--- config.mk ---
export PLATFORM = sky130hd
export DESIGN_NAME = pinbank_ctrl
export DESIGN_NICKNAME = d
export VERILOG_FILES = /design/src/rtl/pinbank_pkg.sv /design/src/rtl/pinbank_sync.sv /design/src/rtl/pinbank_decode.sv /design/src/rtl/pinbank_regs.sv /design/src/rtl/pinbank_ctrl.sv
export SDC_FILE = /design/constraint.sdc
export NUM_CORES = 1
export LEC_CHECK = 0
export CAP_MARGIN = 10
export CORE_MARGIN = 2
export CORE_UTILIZATION = 56
export DETAILED_ROUTE_END_ITERATION = 10
export PLACE_DENSITY = 0.89
export SETUP_SLACK_MARGIN = 0.2
export SYNTH_ARGS = -nofsm -noshare
export SYNTH_HDL_FRONTEND = slang
export SYNTH_SLANG_ARGS = --single-unit
--- constraint.sdc ---
create_clock -name clk -period 2.7 [get_ports clk]
set_clock_uncertainty 0.15 [all_clocks]
set_input_delay 0.27 -clock clk [delete_from_list [all_inputs] [get_ports clk]]
set_output_delay 0.27 -clock clk [all_outputs]
set_load 0.01 [all_outputs]
--- src/rtl/pinbank_pkg.sv ---
package pinbank_pkg;

    localparam int unsigned IDX_W  = 3;
    localparam int unsigned OP_W   = 2;
    localparam int unsigned ADDR_W = IDX_W + OP_W;

    typedef enum logic [IDX_W-1:0] {
        RG_IRQSEL  = 3'd0,
        RG_GATE    = 3'd1,
        RG_PATHI   = 3'd2,
        RG_PATLO   = 3'd3,
        RG_PEND    = 3'd4,
        RG_PULLOFF = 3'd5,
        RG_LEVEL   = 3'd6,
        RG_NONE    = 3'd7
    } reg_idx_e;

    typedef enum logic [OP_W-1:0] {
        OP_READ = 2'd0,
        OP_SET  = 2'd1,
        OP_CLR  = 2'd2,
        OP_RSVD = 2'd3
    } reg_op_e;

    typedef enum logic [1:0] {
        PM_IRQ = 2'd0,
        PM_ALT = 2'd1,
        PM_GPO = 2'd2,
        PM_GPI = 2'd3
    } pin_mode_e;

endpackage

--- src/rtl/pinbank_sync.sv ---
module pinbank_sync #(
    parameter int unsigned NPINS = 32
) (
    input  logic             clk,
    input  logic             rst_n,
    input  logic [NPINS-1:0] pad_in,
    output logic [NPINS-1:0] level,
    output logic [NPINS-1:0] rise,
    output logic [NPINS-1:0] fall
);

    typedef struct packed {
        logic [NPINS-1:0] stage1;
        logic [NPINS-1:0] stage2;
        logic [NPINS-1:0] prev;
    } sync_t;

    sync_t sync_d, sync_q;

    always_comb begin
        sync_d        = sync_q;
        sync_d.stage1 = pad_in;
        sync_d.stage2 = sync_q.stage1;
        sync_d.prev   = sync_q.stage2;
    end

    always_ff @(posedge clk or negedge rst_n) begin
        if (!rst_n) begin
            sync_q <= '0;
        end else begin
            sync_q <= sync_d;
        end
    end

    assign level = sync_q.stage2;
    assign rise  = sync_q.stage2 & ~sync_q.prev;
    assign fall  = ~sync_q.stage2 & sync_q.prev;

endmodule

--- src/rtl/pinbank_decode.sv ---
module pinbank_decode
    import pinbank_pkg::*;
#(
    parameter int unsigned NPINS = 32
) (
    input  logic [NPINS-1:0]   cfg_irq,
    input  logic [NPINS-1:0]   cfg_gate,
    input  logic [NPINS-1:0]   cfg_phi,
    input  logic [NPINS-1:0]   cfg_plo,
    input  logic [NPINS-1:0]   level,
    input  logic [NPINS-1:0]   rise,
    input  logic [NPINS-1:0]   fall,
    output logic [NPINS-1:0]   pad_out,
    output logic [NPINS-1:0]   pad_oe,
    output logic [NPINS-1:0]   alt_en,
    output logic [2*NPINS-1:0] alt_sel,
    output logic [NPINS-1:0]   det
);

    for (genvar i = 0; i < NPINS; i++) begin : g_pin
        pin_mode_e mode;
        logic      hit;

        always_comb begin
            if (cfg_irq[i]) begin
                mode = PM_IRQ;
            end else if (!cfg_gate[i]) begin
                mode = PM_ALT;
            end else if (cfg_phi[i]) begin
                mode = PM_GPI;
            end else begin
                mode = PM_GPO;
            end
        end

        always_comb begin
            if (cfg_phi[i]) begin
                hit = cfg_plo[i] ? rise[i] : fall[i];
            end else begin
                hit = (level[i] == cfg_plo[i]);
            end
        end

        assign pad_oe[i]          = (mode == PM_GPO);
        assign pad_out[i]         = (mode == PM_GPO) && cfg_plo[i];
        assign alt_en[i]          = (mode == PM_ALT);
        assign alt_sel[2*i+1 -: 2] = (mode == PM_ALT) ? {cfg_phi[i], cfg_plo[i]} : 2'b00;
        assign det[i]             = (mode == PM_IRQ) && hit;
    end

endmodule

--- src/rtl/pinbank_regs.sv ---
module pinbank_regs
    import pinbank_pkg::*;
#(
    parameter int unsigned NPINS = 32
) (
    input  logic              clk,
    input  logic              rst_n,
    input  logic              wr_en,
    input  logic [ADDR_W-1:0] addr,
    input  logic [NPINS-1:0]  wdata,
    input  logic [NPINS-1:0]  det,
    input  logic [NPINS-1:0]  level,
    output logic [NPINS-1:0]  cfg_irq,
    output logic [NPINS-1:0]  cfg_gate,
    output logic [NPINS-1:0]  cfg_phi,
    output logic [NPINS-1:0]  cfg_plo,
    output logic [NPINS-1:0]  pend,
    output logic [NPINS-1:0]  pull_off,
    output logic [NPINS-1:0]  rdata
);

    localparam int unsigned NREGS = 6;

    typedef struct packed {
        logic [NPINS-1:0] irqsel;
        logic [NPINS-1:0] gate;
        logic [NPINS-1:0] pathi;
        logic [NPINS-1:0] patlo;
        logic [NPINS-1:0] pend;
        logic [NPINS-1:0] pulloff;
    } regs_t;

    regs_t    regs_d, regs_q;
    reg_idx_e idx;
    reg_op_e  op;

    logic [NREGS-1:0][NPINS-1:0] set_m;
    logic [NREGS-1:0][NPINS-1:0] clr_m;

    assign idx = reg_idx_e'(addr[ADDR_W-1:OP_W]);
    assign op  = reg_op_e'(addr[OP_W-1:0]);

    for (genvar r = 0; r < NREGS; r++) begin : g_mask
        logic hit;
        assign hit      = wr_en && (idx == reg_idx_e'(r));
        assign set_m[r] = (hit && op == OP_SET) ? wdata : '0;
        assign clr_m[r] = (hit && op == OP_CLR) ? wdata : '0;
    end

    always_comb begin
        regs_d         = regs_q;
        regs_d.irqsel  = (regs_q.irqsel  & ~clr_m[RG_IRQSEL])  | set_m[RG_IRQSEL];
        regs_d.gate    = (regs_q.gate    & ~clr_m[RG_GATE])    | set_m[RG_GATE];
        regs_d.pathi   = (regs_q.pathi   & ~clr_m[RG_PATHI])   | set_m[RG_PATHI];
        regs_d.patlo   = (regs_q.patlo   & ~clr_m[RG_PATLO])   | set_m[RG_PATLO];
        regs_d.pulloff = (regs_q.pulloff & ~clr_m[RG_PULLOFF]) | set_m[RG_PULLOFF];
        // hardware detection wins over a same-cycle clear
        regs_d.pend    = (regs_q.pend & ~clr_m[RG_PEND]) | set_m[RG_PEND] | det;
    end

    always_ff @(posedge clk or negedge rst_n) begin
        if (!rst_n) begin
            regs_q <= '0;
        end else begin
            regs_q <= regs_d;
        end
    end

    always_comb begin
        case (idx)
            RG_IRQSEL:  rdata = regs_q.irqsel;
            RG_GATE:    rdata = regs_q.gate;
            RG_PATHI:   rdata = regs_q.pathi;
            RG_PATLO:   rdata = regs_q.patlo;
            RG_PEND:    rdata = regs_q.pend;
            RG_PULLOFF: rdata = regs_q.pulloff;
            RG_LEVEL:   rdata = level;
            default:    rdata = '0;
        endcase
    end

    assign cfg_irq  = regs_q.irqsel;
    assign cfg_gate = regs_q.gate;
    assign cfg_phi  = regs_q.pathi;
    assign cfg_plo  = regs_q.patlo;
    assign pend     = regs_q.pend;
    assign pull_off = regs_q.pulloff;

endmodule

--- src/rtl/pinbank_ctrl.sv ---
module pinbank_ctrl
    import pinbank_pkg::*;
#(
    parameter int unsigned NPINS = 32
) (
    input  logic               clk,
    input  logic               rst_n,
    input  logic               wr_en,
    input  logic [4:0]         addr,
    input  logic [NPINS-1:0]   wdata,
    output logic [NPINS-1:0]   rdata,
    input  logic [NPINS-1:0]   pad_in,
    output logic [NPINS-1:0]   pad_out,
    output logic [NPINS-1:0]   pad_oe,
    output logic [NPINS-1:0]   alt_en,
    output logic [2*NPINS-1:0] alt_sel,
    output logic [NPINS-1:0]   pull_en,
    output logic               irq
);

    logic [NPINS-1:0] level, rise, fall, det;
    logic [NPINS-1:0] cfg_irq, cfg_gate, cfg_phi, cfg_plo, pend, pull_off;

    pinbank_sync #(.NPINS(NPINS)) u_sync (
        .clk    (clk),
        .rst_n  (rst_n),
        .pad_in (pad_in),
        .level  (level),
        .rise   (rise),
        .fall   (fall)
    );

    pinbank_decode #(.NPINS(NPINS)) u_decode (
        .cfg_irq  (cfg_irq),
        .cfg_gate (cfg_gate),
        .cfg_phi  (cfg_phi),
        .cfg_plo  (cfg_plo),
        .level    (level),
        .rise     (rise),
        .fall     (fall),
        .pad_out  (pad_out),
        .pad_oe   (pad_oe),
        .alt_en   (alt_en),
        .alt_sel  (alt_sel),
        .det      (det)
    );

    pinbank_regs #(.NPINS(NPINS)) u_regs (
        .clk      (clk),
        .rst_n    (rst_n),
        .wr_en    (wr_en),
        .addr     (addr),
        .wdata    (wdata),
        .det      (det),
        .level    (level),
        .cfg_irq  (cfg_irq),
        .cfg_gate (cfg_gate),
        .cfg_phi  (cfg_phi),
        .cfg_plo  (cfg_plo),
        .pend     (pend),
        .pull_off (pull_off),
        .rdata    (rdata)
    );

    assign pull_en = ~pull_off;
    assign irq     = |(pend & cfg_irq & ~cfg_gate);

endmodule

==> summary.txt, run 1 <==
Run status
  • Status: finished, final reports clean

Worst hold path
  • Worst hold stages: 1
  • Hold WC Path Type: in2reg
  • Worst Hold Path EP: u_sync.sync_d[40]$_DFF_PN0_
  • Hold Path Origin: pad_in[8]

Global routing
  • First-pass GRT wire length: 73.3 mm
  • Total global-route track usage: 0.358
  • Number of global-route vias before repair: 13220
  • Largest net degree at the start of global routing: 70
  • GR Overflow Total: 0
  • Antenna violations before repair: 1

Route
  • Iteration count of the initial detailed-routing pass: 8
  • Vias per cell: 6.41
  • Post-DRT Antenna Nets: 0
  • Post-DR wirelength/cell: around 23 microns
  • DRT iter0 DRCs: roughly 1600
  • Final WL: 48.2 mm
  • DRC violations left: 0
  • Via count: 13341

Layout
  • Syn-to-layout area delta: 34.7%
  • Filler instances: 1530
  • Nets: ~1800
  • Layout cells sized above 1: 0.121

Critical path
  • R2r worst-path depth: 4
  • Critical Path RT: 2.28 ns
  • RR Startpoint: u_regs.cfg_phi[1]$_DFF_PN0_
  • R2r endpoint: u_regs.pend[1]$_DFF_PN0_
  • Worst-path fanout max: 6
  • CP Capture Type: output pin
  • Flop2flop setup slack: 1.45 ns
  • Worst setup SP type: register
  • Data arrival, critical path: 2.20 ns
  • Worst setup path startpoint: u_regs.cfg_irq[16]$_DFF_PN0_
  • Crit Path Category: reg2out

Synth
  • Asr flop ratio synth: 1.00
  • YS warnings: 0
  • Syn_area_per_cell: 9.81 sq um
  • Synth Cell Area: 0.0140 sq mm
  • Top FF cell, synth: dfrtp_1
  • EDFF count, synth: 0
  • Sequential area share after synthesis: 0.514
  • Register bit total from synthesis: between 200 and 300
  • Synth Instances: 1430
  • Synth unique cells: 36
  • Syn nets: 1502

Floorplan
  • Area of the die: between 0.02 and 0.03 sq mm
  • Core Area: 0.0245 sq mm
  • Ports: roughly 300
  • Die height: 162 microns
  • Std cell rows: between 50 and 60
  • Die W: 162 microns
  • Initial core utilization: 0.573

Clocking
  • Clk buf depth: 3
  • Clk pin slew, worst setup/hold paths: 0.06 ns
  • CTS tree: done
  • H-tree Lvls: 1
  • Clk sinks: ~290
  • CTS Buf Count: 30
  • Clock latency on the worst-skew pair: ~0.55 ns
  • CTS root buf: clkbuf_16

Place
  • Routability cong.: 0.874
  • Post-DP HPWL: around 32 mm
  • IO buf count: 296

Timing
  • Fin. max-slew vios: 0
  • FMAX: about 380 MHz
  • Min Hold Slack: roughly 0.0033 ns
  • Max_slew headroom: 0.227
  • Worst-Margin Slew: 1.16 ns
  • Crit path time final: 2.62 ns
  • RSZ-0062 raised after global routing: true
  • Tcrit/Tclk final: 0.972
  • Final Hold Vio Count: 0
  • Final setup violation count: 0
  • Final setup TNS: 0 ns

Pwr
  • Leak pwr: 8.20 nW
  • Worst vdd rail ir drop: roughly 480 uV
  • Power per cell area: slightly above 700 mW/mm^2

Flow run
  • Max-Cap Viols: 0
-- cell usage after synthesis, types with 40 or more instances --
cell type	count	area, sq um
o21ai_0	56	280
buf_2	49	245
inv_1	40	150
mux2_2	40	450
a21oi_1	43	215
and2_1	99	619
clkbuf_1	40	150
a22oi_1	72	541
a22o_1	200	1750
nand2_1	260	976
dfrtp_1	288	7210
nor2_1	68	255
nor3_1	40	200
-- worst max path at each step --
stage / depth (start not counted) / slack [ns] / endpoint
global placement: 6 / 0.15 / irq
floorplan: 7 / 0.92 / rdata[17]
CTS: 6 / 0.04 / irq
finish: 6 / 0.08 / irq
detailed placement: 6 / 0.14 / rdata[20]
global route: 6 / 0.07 / irq
-- area by class of cell --
| type | instances | area [sq um] | area share |
|---|---|---|---|
| Clock inverter | 6 | 36.3 | 0.00192 |
| Tap cell | 324 | 405 | 0.0214 |
| Sequential cell | 288 | 7230 | 0.382 |
| Antenna cell | 1 | 2.50 | 0.000132 |
| Multi-Input combinational cell | 1006 | 6470 | 0.342 |
| Clock buffer | 48 | 920 | 0.0487 |
| Inverter | 40 | 150 | 0.00794 |
| Timing Repair Buffer | 368 | 3690 | 0.195 |
-- flip-flops by register name (all words and copies together) (netlist names) --
| signal | count |
|---|---|
| u_regs.cfg_gate | 32 |
| u_regs.cfg_irq | 32 |
| u_regs.cfg_phi | 32 |
| u_regs.cfg_plo | 32 |
| u_regs.pend | 32 |
| u_regs.pull_off | 32 |
| u_sync.level | 32 |
| u_sync.sync_d | 32 |
| u_sync.sync_q | 32 |
-- layout by cell type (no fill, tap or decap), drive strengths merged, types with 18 or more instances in the layout --
cell type | Yosys | final
dfrtp | 288 | 288
a21oi | 43 | 43
nor3 | 42 | 42
nor3b | 26 | 26
mux2 | 40 | 40
clkdlybuf4s50 | 0 | 263
nor2b | 34 | 34
a22o | 200 | 200
nor2 | 73 | 73
clkbuf | 40 | 53
a22oi | 72 | 72
nand2 | 260 | 260
nand3b | 18 | 18
o21ai | 63 | 63
inv | 40 | 41
and2 | 99 | 99
buf | 56 | 63
-- what timing repair did --
| action | in CTS | in global routing |
|---|---|---|
| hold buffers | 12 | 0 |
| endpoints found under the setup margin | 18 | 44 |
| cloned | 0 | 0 |
| setup buffers | 4 | 6 |
| resized for setup | 30 | 64 |
| pin swaps | 2 | 1 |
| hold endpoints to repair | 181 | 0 |
-- routing by layer --
metal | GRT usage | vias up | wire [microns]
met5 | 0 | - | 0
met4 | 0.180 | 0 | 2450
met3 | 0.0787 | 213 | 5670
met2 | 0.581 | 1030 | 23000
met1 | 0.458 | 6435 | 17100
li1 | - | 5663 | -
-- critical path: stages, from the launching register on --
cell      delay [ns]
dfrtp_2         0.46
and3b_2         0.28
a31oi_4         0.20
nand3_1         0.12
nor4_2          0.26
nand2_1         0.17
clkbuf_2        0.17
-- per-stage QoR --
stage / setup slack (ns) / std cells / area (sq um) / utilization / total power (W)
final: 0.0761 / 2081 / 18900 / 0.773 / 0.0137
after global routing: 0.0666 / 2080 / 18900 / 0.773 / 0.0141
after CTS: 0.0433 / 2074 / 18700 / 0.764 / 0.0135
after detailed placement: 0.138 / 2004 / 17500 / 0.717 / 0.00943
after global placement: 0.154 / 2004 / 17500 / 0.717 / 0.00930
after floorplan: 0.920 / 1430 / 14000 / - / 0.00732
-- kinds of logic (layout without fill, tap and decap cells) --
group,after synthesis,in the layout,share of synthesized area
other cells,0,1,0
simple gates,574,574,0.203
compound gates,390,390,0.207
buf+inv,136,462,0.0424
mux,42,42,0.0344
flops,288,288,0.514
-- power breakdown --
part | switching (W) | internal [W]
combinational | 0.00171 | 0.00212
sequential | 0.000871 | 0.00493
clock | 0.00172 | 0.00232
total | 0.00430 | 0.00936
(Power assumes the default switching activity.)
==> inputs of run 2 (changes only) <==
--- a/config.mk
+++ b/config.mk
@@ -9,7 +9,7 @@
 export CORE_MARGIN = 2
 export CORE_UTILIZATION = 56
 export DETAILED_ROUTE_END_ITERATION = 10
-export PLACE_DENSITY = 0.89
+export PLACE_DENSITY = 0.88
 export SETUP_SLACK_MARGIN = 0.2
 export SYNTH_ARGS = -nofsm -noshare
 export SYNTH_HDL_FRONTEND = slang
==> summary.txt, run 2 (same netlist as run 1, synthesis figures left out) <==
Critical path
  • Crit Path Category: reg2out
  • Critical Path Max Stage Delay: between 0.4 and 0.5 ns
  • Critical Path RT: 2.28 ns
  • Bufs and invs on worst path: 1
  • Data arrival, critical path: 2.12 ns
  • Worst setup SP type: register
  • Top delay family on crit path: simple AND/OR/NAND/NOR gates
  • CP max stage cell: dfrtp_2
  • Worst-path fanout max: 6
  • Cell Chain, Critical Path: and3b_1, a31oi_4, nand3_2, nor4_4, nand2_2, buf_2
  • CP Capture Type: output pin

Route
  • DRT iter0 DRCs: ~1600
  • Post-DRT Antenna Nets: 0
  • Final WL: 48.9 mm
  • Iteration count of the initial detailed-routing pass: 6
  • DRC violations left: 0
  • Post-DR wirelength/cell: 23.4 microns
  • Vias per cell: 6.46
  • Via count: 13491

Layout
  • Final instance area: around 0.019 sq mm
  • Layout cells sized above 1: 0.137
  • Commonest non-fill, non-tap cell in the layout: clkdlybuf4s50_1
  • Fin cells: 2089
  • Nets: ~1800
  • Post-layout util: 0.779
  • Most frequent cells in the layout: clkdlybuf4s50_1, dfrtp_1, nand2_1
  • Syn-to-layout area delta: 35.8%

Clocking
  • Clk pin slew, worst setup/hold paths: about 0.060 ns
  • Clock latency on the worst-skew pair: around 0.55 ns
  • Clk sinks: 288
  • CTS tree: done
  • Clk buf depth: 3
  • CTS root buf: clkbuf_16
  • H-tree Lvls: 1
  • CTS Buf Count: 29

Place
  • Dpl ws: 0.176 ns
  • Routability cong.: 0.892
  • Placed Cells: 2011
  • Placed Area: 0.0176 sq mm
  • IO buf count: 296
  • Post-DP HPWL: 31.9 mm

Timing
  • Final Hold Vio Count: 0
  • Crit path time final: approximately 2.5 ns
  • RSZ-0062 raised after global routing: true
  • Final setup violation count: 0
  • Max_slew headroom: 0.636
  • Worst-Margin Slew: 0.546 ns
  • Final setup TNS: 0 ns
  • FMAX: just under 400 MHz
  • Fin worst setup slack: 0.162 ns
  • Fin. max-slew vios: 0
  • Tcrit/Tclk final: 0.940

Worst hold path
  • Hold WC Path Type: in2reg

Floorplan
  • Ports: 297
  • Area of the die: 0.0263 sq mm
  • Die height: about 160 microns
  • Initial core utilization: 0.573
  • Die W: 162 microns
  • Core Area: 0.0245 sq mm
  • Std cell rows: 57

Run status
  • Status: finished, final reports clean

Pwr
  • Power per cell area: 729 mW/mm^2
  • Worst vdd rail ir drop: 422 uV
  • Internal Pwr Total: 0.00957 W
  • Clock power share: 0.301
  • Leak pwr: 8.28 nW
  • Switch share: 0.311
  • Logic pwr share: 0.282
  • Reg power frac: 0.417
  • Net load switching power: around 0.0043 W

Global routing
  • Antenna violations before repair: 3
  • GR Overflow Total: 0
  • Number of global-route vias before repair: 12978
  • Total global-route track usage: 0.360
  • First-pass GRT wire length: 73.3 mm
  • Largest net degree at the start of global routing: slightly below 70

Flow run
  • Max-Cap Viols: 0
## run 2: cell types whose count changed in the layout (fill, tap and decap cells not counted), sizes merged
cell	delta
buf	+13
clkbuf	-6
bufinv	+3
clkdlybuf4s15	-3
dlygate4sd3	-3
dlygate4sd2	+2
dlymetal6s2s	+2
clkinv	+1
clkinvlp	-1
## run 2: power by group through the flow
stage / Sequential (W) / Clock [W] / Combinational (W)
after floorplan: 0.00548 / 0 / 0.00184
after global placement: 0.00574 / 0 / 0.00358
after detailed placement: 0.00579 / 0 / 0.00366
after CTS: 0.00574 / 0.00417 / 0.00374
after global routing: 0.00587 / 0.00436 / 0.00415
final: 0.00580 / 0.00417 / 0.00392
## run 2: path summary, 6_finish.rpt
check	from	to	slack (ns)	depth (start not counted)
min	pad_in[27]	u_sync.sync_d[59]$_DFF_PN0_	0.01	1
min reg2reg	u_sync.sync_d[54]$_DFF_PN0_	u_sync.level[22]$_DFF_PN0_	0.19	0
max in group asynchronous	rst_n	u_regs.cfg_phi[4]$_DFF_PN0_	1.50	3
min in group asynchronous	rst_n	u_sync.level[22]$_DFF_PN0_	0.12	2
max	u_regs.cfg_irq[5]$_DFF_PN0_	irq	0.16	6
max reg2reg	u_regs.cfg_phi[0]$_DFF_PN0_	u_regs.pend[0]$_DFF_PN0_	1.36	4
## run 2: layout make-up
class                           instances  area (sq um)
Clock buffer                           44           862
Inverter                               40           150
Clock inverter                          9           124
Timing Repair Buffer                  377          3750
Tap cell                              324           405
Fill cell                            1539          5420
Sequential cell                       288          7240
Multi-Input combinational cell       1006          6510
Antenna cell                            1          2.50
## run 2: what timing repair did
action                                 4_1_cts  5_1_grt
gates resized for setup                     35       80
endpoints found under the hold margin      156        1
hold buffers                                 8        1
setup endpoints to repair                   27       46
pin swaps                                    0        5
setup buffers                                1       14
## run 2: stage by stage
| stage | hold slack, ns | power (W) |
|---|---|---|
| detailed placement | 0.118 | 0.00945 |
| global placement | 0.114 | 0.00932 |
| CTS | 0.000758 | 0.0136 |
| global route | 0.00124 | 0.0144 |
| finish | 0.0110 | 0.0139 |
| floorplan | -0.176 | 0.00732 |
## run 2: worst reg2reg max path: stages, from the launching register on
cell	delay (ns)
dfrtp_1	0.47
nor2b_1	0.18
nor3_1	0.06
o21ai_0	0.24
nand2_1	0.11
## run 2: routing by layer
layer  vias up  track usage  share of wire
met4         2        0.183          0.053
met3       224       0.0850           0.12
li1       5688            -              -
met5         -            0        0.00033
met1      6540        0.467           0.36
met2      1037        0.571           0.47
